$ cat src/rtl/pix_clamp_pkg.sv
package pix_clamp_pkg;

  // Number of colour components per pixel.
  localparam int NCOMP = 3;

  // Format codes whose values software and neighbours rely on.
  localparam logic [2:0] FMT_OFF   = 3'd0;
  localparam logic [2:0] FMT_LIM8  = 3'd1;
  localparam logic [2:0] FMT_LIM10 = 3'd2;
  localparam logic [2:0] FMT_LIM12 = 3'd3;
  localparam logic [2:0] FMT_PROG  = 3'd7;

  // Lower limit of a limited range of depth d, placed at width cw with
  // zero padding below.
  function automatic int unsigned lim_lo(int unsigned d, int unsigned cw);
    return (32'd16 << (d - 8)) << (cw - d);
  endfunction

  // Upper limit of a limited range of depth d, placed at width cw with
  // the padding bits set.
  function automatic int unsigned lim_hi(int unsigned d, int unsigned cw);
    return ((32'd235 << (d - 8)) << (cw - d)) | ((32'd1 << (cw - d)) - 1);
  endfunction

endpackage

$ cat src/rtl/clamp_bounds.sv
module clamp_bounds #(
  parameter int CW = 12,
  parameter int NC = 3,
  parameter logic [CW-1:0] DEF_LO = 'h010,
  parameter logic [CW-1:0] DEF_HI = 'hFEF
) (
  input  logic               clk,
  input  logic               rst_n,
  input  logic               refresh,
  input  logic [NC-1:0][CW-1:0] lo_in,
  input  logic [NC-1:0][CW-1:0] hi_in,
  output logic [NC-1:0][CW-1:0] lo_q,
  output logic [NC-1:0][CW-1:0] hi_q
);

  for (genvar c = 0; c < NC; c++) begin : g_comp
    always_ff @(posedge clk) begin
      if (!rst_n) begin
        lo_q[c] <= DEF_LO;
        hi_q[c] <= DEF_HI;
      end else if (refresh) begin
        lo_q[c] <= lo_in[c];
        hi_q[c] <= hi_in[c];
      end
    end
  end


  bounds_load_chk: assert property (@(posedge clk) disable iff (!rst_n)
    refresh |=> (lo_q == $past(lo_in)) && (hi_q == $past(hi_in)));


  bounds_hold_chk: assert property (@(posedge clk) disable iff (!rst_n)
    !refresh |=> $stable(lo_q) && $stable(hi_q));

endmodule

$ cat src/rtl/clamp_range_dec.sv
module clamp_range_dec #(
  parameter int CW = 12,
  parameter int NC = 3
) (
  input  logic                  en,
  input  logic [2:0]            fmt,
  input  logic [NC-1:0][CW-1:0] prog_lo,
  input  logic [NC-1:0][CW-1:0] prog_hi,
  output logic                  active,
  output logic [NC-1:0][CW-1:0] lo,
  output logic [NC-1:0][CW-1:0] hi
);
  import pix_clamp_pkg::*;

  localparam logic [CW-1:0] LO8  = CW'(lim_lo(8,  CW));
  localparam logic [CW-1:0] HI8  = CW'(lim_hi(8,  CW));
  localparam logic [CW-1:0] LO10 = CW'(lim_lo(10, CW));
  localparam logic [CW-1:0] HI10 = CW'(lim_hi(10, CW));
  localparam logic [CW-1:0] LO12 = CW'(lim_lo(12, CW));
  localparam logic [CW-1:0] HI12 = CW'(lim_hi(12, CW));

  always_comb begin
    active = en;
    lo     = prog_lo;
    hi     = prog_hi;
    case (fmt)
      FMT_LIM8: begin
        for (int c = 0; c < NC; c++) begin
          lo[c] = LO8;
          hi[c] = HI8;
        end
      end
      FMT_LIM10: begin
        for (int c = 0; c < NC; c++) begin
          lo[c] = LO10;
          hi[c] = HI10;
        end
      end
      FMT_LIM12: begin
        for (int c = 0; c < NC; c++) begin
          lo[c] = LO12;
          hi[c] = HI12;
        end
      end
      FMT_PROG: ;
      default: active = 1'b0;
    endcase
  end

endmodule

$ cat src/rtl/clamp_comp.sv
module clamp_comp #(
  parameter int CW = 12
) (
  input  logic          clk,
  input  logic          rst_n,
  input  logic          active,
  input  logic [CW-1:0] x,
  input  logic [CW-1:0] lo,
  input  logic [CW-1:0] hi,
  output logic [CW-1:0] y
);

  logic below, above;

  assign below = x < lo;
  assign above = x > hi;

  always_comb begin
    if (!active)     y = x;
    else if (below)  y = lo;
    else if (above)  y = hi;
    else             y = x;
  end


  in_range_chk: assert property (@(posedge clk) disable iff (!rst_n)
    (active && (lo <= hi)) |-> ((y >= lo) && (y <= hi)));


  bypass_chk: assert property (@(posedge clk) disable iff (!rst_n)
    !active |-> (y == x));

endmodule

$ cat src/rtl/pix_clamp.sv
module pix_clamp #(
  parameter int CW = 12,
  parameter logic [CW-1:0] DEF_LO = 'h010,
  parameter logic [CW-1:0] DEF_HI = 'hFEF
) (
  input  logic          clk,
  input  logic          rst_n,
  input  logic          in_valid,
  output logic          in_ready,
  input  logic [CW-1:0] in_r,
  input  logic [CW-1:0] in_g,
  input  logic [CW-1:0] in_b,
  input  logic          in_sof,
  input  logic          in_eol,
  output logic          out_valid,
  input  logic          out_ready,
  output logic [CW-1:0] out_r,
  output logic [CW-1:0] out_g,
  output logic [CW-1:0] out_b,
  output logic          out_sof,
  output logic          out_eol,
  input  logic          cfg_en,
  input  logic [2:0]    cfg_fmt,
  input  logic [CW-1:0] bnd_lo_r,
  input  logic [CW-1:0] bnd_hi_r,
  input  logic [CW-1:0] bnd_lo_g,
  input  logic [CW-1:0] bnd_hi_g,
  input  logic [CW-1:0] bnd_lo_b,
  input  logic [CW-1:0] bnd_hi_b
);
  import pix_clamp_pkg::*;

  logic [NCOMP-1:0][CW-1:0] pix_in, pix_cl, pix_q;
  logic [NCOMP-1:0][CW-1:0] bnd_lo_in, bnd_hi_in, bnd_lo_q, bnd_hi_q;
  logic [NCOMP-1:0][CW-1:0] rng_lo, rng_hi;
  logic                     rng_active;
  logic                     accept, refresh;
  logic                     vld_q, sof_q, eol_q;

  assign pix_in    = {in_b, in_g, in_r};
  assign bnd_lo_in = {bnd_lo_b, bnd_lo_g, bnd_lo_r};
  assign bnd_hi_in = {bnd_hi_b, bnd_hi_g, bnd_hi_r};

  assign in_ready = !vld_q || out_ready;
  assign accept   = in_valid && in_ready;
  assign refresh  = !in_valid && !vld_q;

  clamp_bounds #(
    .CW(CW), .NC(NCOMP), .DEF_LO(DEF_LO), .DEF_HI(DEF_HI)
  ) u_bounds (
    .clk     (clk),
    .rst_n   (rst_n),
    .refresh (refresh),
    .lo_in   (bnd_lo_in),
    .hi_in   (bnd_hi_in),
    .lo_q    (bnd_lo_q),
    .hi_q    (bnd_hi_q)
  );

  clamp_range_dec #(.CW(CW), .NC(NCOMP)) u_dec (
    .en      (cfg_en),
    .fmt     (cfg_fmt),
    .prog_lo (bnd_lo_q),
    .prog_hi (bnd_hi_q),
    .active  (rng_active),
    .lo      (rng_lo),
    .hi      (rng_hi)
  );

  for (genvar c = 0; c < NCOMP; c++) begin : g_cmp
    clamp_comp #(.CW(CW)) u_cmp (
      .clk    (clk),
      .rst_n  (rst_n),
      .active (rng_active),
      .x      (pix_in[c]),
      .lo     (rng_lo[c]),
      .hi     (rng_hi[c]),
      .y      (pix_cl[c])
    );
  end

  always_ff @(posedge clk) begin
    if (!rst_n) begin
      vld_q <= 1'b0;
      sof_q <= 1'b0;
      eol_q <= 1'b0;
      pix_q <= '0;
    end else if (accept) begin
      vld_q <= 1'b1;
      sof_q <= in_sof;
      eol_q <= in_eol;
      pix_q <= pix_cl;
    end else if (out_ready) begin
      vld_q <= 1'b0;
    end
  end

  assign out_valid = vld_q;
  assign out_sof   = sof_q;
  assign out_eol   = eol_q;
  assign out_r     = pix_q[0];
  assign out_g     = pix_q[1];
  assign out_b     = pix_q[2];


  reset_empty_chk: assert property (@(posedge clk)
    !rst_n |=> !out_valid);


  stall_hold_chk: assert property (@(posedge clk) disable iff (!rst_n)
    (out_valid && !out_ready) |=> out_valid && $stable(out_r) && $stable(out_g)
      && $stable(out_b) && $stable(out_sof) && $stable(out_eol));


  latency_chk: assert property (@(posedge clk) disable iff (!rst_n)
    (in_valid && in_ready) |=> out_valid && (out_sof == $past(in_sof))
      && (out_eol == $past(in_eol)));


  disabled_pass_chk: assert property (@(posedge clk) disable iff (!rst_n)
    (in_valid && in_ready && !cfg_en) |=> (out_r == $past(in_r))
      && (out_g == $past(in_g)) && (out_b == $past(in_b)));

endmodule

$ cat config.mk
export PLATFORM = sky130hd
export DESIGN_NAME = pix_clamp
export DESIGN_NICKNAME = d
export VERILOG_FILES = /design/src/rtl/pix_clamp_pkg.sv /design/src/rtl/clamp_bounds.sv /design/src/rtl/clamp_range_dec.sv /design/src/rtl/clamp_comp.sv /design/src/rtl/pix_clamp.sv
export SDC_FILE = /design/constraint.sdc
export NUM_CORES = 1
export LEC_CHECK = 0
export ABC_CLOCK_PERIOD_IN_PS = 3110
export BUFFER_PORTS_ARGS = -buffer_cell sky130_fd_sc_hd__buf_4
export CAP_MARGIN = 5
export CELL_PAD_IN_SITES_DETAIL_PLACEMENT = 1
export CELL_PAD_IN_SITES_GLOBAL_PLACEMENT = 1
export CORE_ASPECT_RATIO = 0.7
export CORE_MARGIN = 10
export CORE_UTILIZATION = 39
export CTS_CLUSTER_DIAMETER = 150
export DETAILED_ROUTE_END_ITERATION = 10
export GPL_TIMING_DRIVEN = 1
export PLACE_DENSITY = 0.86
export SLEW_MARGIN = 0
export SYNTH_ARGS = -nofsm -noshare
export SYNTH_HDL_FRONTEND = slang
export SYNTH_SLANG_ARGS = --single-unit
$ cat constraint.sdc
create_clock -name clk -period 3.11 [get_ports clk]
set_input_delay 0.1555 -clock clk [delete_from_list [all_inputs] [get_ports clk]]
set_output_delay 0.1555 -clock clk [all_outputs]
set_load 0.02 [all_outputs]
Word-level counts from Yosys, hierarchy flattened
Cells that the tools add are included.
Word-level totals
  input bits: 118
  memories kept: 0
  memory bits (writable): 0
  bits in latches: 0
  memory bits (read-only): 0
  output and inout port bits: 40
  word-level logic and storage cells: 44
  bits in registers: 111
Operators by class
  mux-type cells: 14
  add/subtract/negate cells: 0
  multiply operators: 0
  shift operators: 0
  bitwise gates (word level): 0
  divide/modulo/power cells: 0
  order comparisons: 6
  equal/unequal tests: 4
  reduce and logical (&&, ||, !) cells: 8
Operator list (number)
  2-to-1 mux 12 bit: 9
  case mux 36 bit (3 select lines): 1
  > comparator 12 bit: 3
  less-than comparator 12 bit: 3
  2-to-1 mux 36 bit: 1
  == test 3 x 2 -> 1 bit (second input constant): 2
  OR reduction 4 bit: 1
  == test 3 x 1 -> 1 bit (second input constant): 1
  == test 3 bit (second input constant): 1
  2-to-1 mux 1 bit: 3
  OR reduction 3 bit: 1
  logical AND 1 bit: 2
  logical NOT 1 bit: 2
  nonzero test 2 bit: 1
  logical OR 1 bit: 1

Longest topological paths before layout
  word-level depth: 6
  depth in mapped cells: 13
  gate-level depth less buffers: 11

By module
A second synthesis with hierarchy kept.
Second synthesis, totals
  cell total of the unflattened synthesis: 828
  area, all modules: 7365.8 um2
Modules (own cells, without submodules)
  clamp_bounds: instances 1, cells an instance 232, area each 2678.8 um2, sequential area each 1441.4 um2
  clamp_comp: instances 3, cells an instance 110, area each 809.5 um2, sequential area each 0.0 um2
  pix_clamp: instances 1, cells an instance 171, area each 1562.7 um2, sequential area each 780.7 um2
  clamp_range_dec: instances 1, cells an instance 95, area each 695.7 um2, sequential area each 0.0 um2

Least setup slack after synthesis
OpenSTA, ideal clock, no wires.
  path type: input -> register
  from: input port cfg_fmt[1]
  to: register pix_q (netlist bit out_g[4])
  data required time: 3.009 ns
  data arrival time: 2.488 ns
  library setup time: 0.101 ns
  stages on the path: 12
  buffers on the path: 3
  setup slack: 0.521 ns
  cell sequence: nor2_1 nor2_1 clkbuf_1 buf_1 nor2_1 ha_1 nand4_1 or3_1 o31ai_1 clkbuf_1 nor3_1 o41ai_1
On the way
  word-level cells in the longest chain between the ends: 6
  elaborated cells between the ends (all ways): 14
  those cells by class: order compare (2); eq/ne (4); mux (6); reduce/logical (2)
RTL lines
  from (decl): RTL line pix_clamp.sv:23  | input logic [2:0] cfg_fmt,
  == test 3 x 2 -> 1 bit or == test 3 x 1 -> 1 bit (tied branches): RTL line clamp_range_dec.sv:26  | case (fmt)
  case mux 36 bit (3 select lines) or OR reduction 3 bit (tied branches)
  > comparator 12 bit or 2-to-1 mux 36 bit (tied branches): RTL line clamp_comp.sv:16, clamp_range_dec.sv:26
  2-to-1 mux 12 bit or less-than comparator 12 bit (tied branches): RTL line clamp_comp.sv:21, clamp_comp.sv:15
  2-to-1 mux 12 bit: RTL line clamp_comp.sv:20  | else if (below) y = lo;
  2-to-1 mux 12 bit (*): RTL line clamp_comp.sv:19  | if (!active) y = x;
  to (signal assigned): RTL line pix_clamp.sv:92  | pix_q <= pix_cl;
  to (decl): RTL line pix_clamp.sv:33  | logic [NCOMP-1:0][CW-1:0] pix_in, pix_cl, pix_q;
Mark *: on every way between the ends. The rest lies on a longest branch, timed or not.
A chain may end at the register's enable or synchronous reset.

Final worst setup path
  from: input port cfg_fmt[1]
  to: register pix_q (netlist bit out_r[4])
Same word-level chain as after synthesis.

==> metrics.txt <==
status=complete, no violations; PortBufs=~160; leakage=0.00386 uW; Synth area leaders=dfxtp_1 (32%), nand2_1 (13%), ha_1 (12%); largest net degree at the start of global routing=45; CTS Root Cell=clkbuf_16; Detailed Routing Iterations Pass 1=5; via count=7695; share of Yosys cell area claimed by the top area cell type=between 30% and 40%; # setup viols final=0; Slew Viols, Final=0; multi-input logic area=approximately 4500 um^2; Worst Path Buf+Inv=2; max-cap viol count=0; vias in the first global route=roughly 8000; top cell type by total area after synthesis=dfxtp_1; most frequent cells in the layout=nand2_1 (235), buf_4 (186), dfxtp_1 (111); Post-DRT Antenna Nets=0; CP startpoint kind=input pin; htree depth=3; I/O Pins=between 150 and 200; Total GRT Usage=22.4%; Avg Inst Size Synth=roughly 7.4 um^2; CTS resizes=0; async set-reset flop share out of synthesis=0%; Min-Delay Path Class=in2reg; Max Clock Skew=around 14 ps; CTS tree=built; clock latency on the worst-skew pair=370 ps; Synthesized Nets=between 1000 and 1500; Placement Setup Slack=104 ps; sequential cell area=around 2200 um^2; RSZ-0062 raised after global routing=no; routed len/inst=between 20 and 25 um; Sum Neg Setup Slack=0 ps; share of cells above drive strength 1=between 20% and 30%; grt ovf=0; TritonCTS Buffers=9; post-synthesis instance total=943; Min Clock Period, post-route=between 2000 and 3000 ps; Data arrival, critical path=slightly above 3000 ps; crit path cell chain=buf_4, nor2_1, nor2_2, buf_4, o21ai_0, ha_1, nor2b_1, o211ai_1, a211oi_1, o31a_1, nor2_1, o41ai_1; final setup margin=308 ps; Max stage delay cell, worst path=o31a_1; vias per cell=about 6; Slew HR=25.0%; CP peak stage delay=~550 ps; worst slew pin tran=around 1100 ps; GPL Wtd Cong=just over 0.9; CTS sink cnt=111; Die Ht=roughly 130 um; die area=~24000 um^2; sequential element share of the synthesized area=between 30% and 40%; Total Power=roughly 3900 uW; hold-fix buffers at CTS=5; most common cell after layout, fill and taps aside=nand2_1; Ant. Diodes=0; Final period util=between 90 and 100%; Post-synth EDFFs=0; CP top delay family=compound AO/OA/AOI/OAI gates; Post-DP HPWL=roughly 21 mm; worst-path maximum fanout=16; Initial DRC Count=about 620; first-pass GRT wire length=around 44 mm; area grow syn2layout=25.8%; data required time of the worst path=about 3400 ps; # fillers=roughly 2200; DRC Markers=0; Syn Std Cell Area=7010 um^2; flops & latches, synth=111; WS Path Type=in2reg; width of the die=180 um; max frequency=approximately 360 MHz; peak supply drop=roughly 0.22 mV; number of core rows=40; total wire length=around 27 mm; clock tree buffer depth=2; initial antenna violation count=0; Reg clk slew, reported paths=roughly 80 ps; CP endpoint kind=register; core area=17400 um^2; Cell variety after synth=54; Ys Warns=0; Final Hold Fails=0; Synth Flop Type=dfxtp_1; nets=roughly 1300; setup bufs post-CTS=0; PwrDens=436 nW/um^2; Starting Density=approximately two fifths
-- layer usage --
metal  GRT usage [%]  wire [um]  vias to the layer above
met5               0          0                        -
met4            4.45        350                        0
met3            4.83       1880                       28
met2            35.3      12300                      259
met1            30.6      12900                     3761
li1                -          -                     3647
-- final timing paths --
kind         cells past startpoint                 to  slack [ps]         startpoint
max                             12           out_r[4]         310         cfg_fmt[1]
max reg2reg                      9           out_b[7]         520  u_bounds.hi_q[27]
min reg2reg                      2  u_bounds.hi_q[24]         470  u_bounds.hi_q[24]
min                              3  u_bounds.hi_q[23]           3       bnd_hi_g[11]
-- report_power, final --
part / internal (uW) / switching, uW
logic: 444 / 631
clock network: 587 / 562
registers: 1530 / 97.3
total: 2560 / 1290
-- kinds of logic after synthesis --
logic type,count (synthesis),synth area share [%]
AOI/OAI and AO/OA,220,21.2
adders and majority gates,69,12.3
buffers and inverters,80,4.50
DFF,111,31.7
muxes,14,2.10
and+or+nand+nor,449,28.2
-- tightest hold or removal path, delay by kind of cell --
family | cells | cell delay (ps)
buf+inv | 1 | 80
simple gates | 2 | 110
-- flip-flops by register name, summed over array words and instances (netlist names) --
| name | count |
|---|---|
| out_r | 12 |
| u_bounds.lo_q | 36 |
| out_sof | 1 |
| out_b | 12 |
| out_eol | 1 |
| u_bounds.hi_q | 36 |
| out_valid | 1 |
| out_g | 12 |
-- cell type report --
class,instances,share of cell area [%]
clock buffers,11,2.86
clock inverters,4,0.340
inverters,19,0.808
multi-input cells,752,50.9
flip-flops and latches,111,25.2
well taps,231,3.27
repair buffers,192,16.6
-- metrics by stage --
step                      util (%)  hold WS (ps)  instances  instance area, um^2
final                         50.7          3.02       1320                 8830
after global routing          50.7         0.585       1320                 8830
after CTS                     50.7          1.37       1320                 8830
after detailed placement      48.8           370       1300                 8490
after global placement        48.8           367       1300                 8490
after floorplan                  -           280        943                 7010
-- synth_stat cells (all sizes together), types with 2 or more instances --
library cell and count:
a2111oi 10, a211oi 2, a21o 9, a21oi 74, a221oi 11, a22oi 9
a31oi 12, and3 3, buf 15, clkbuf 46, dfxtp 111, ha 69
inv 18, mux2 6, mux2i 8, nand2 235, nand2b 2, nand3 75
nand3b 6, nand4 12, nor2 69, nor2b 16, nor3 20, nor4 2
o211ai 5, o21a 4, o21ai 39, o221a 5, o221ai 6, o2bb2ai 7
o311a 2, o31a 2, o31ai 4, o32a 2, o41ai 12, or2 3
or3 2
No activity file was read; power rests on OpenSTA's default activity.
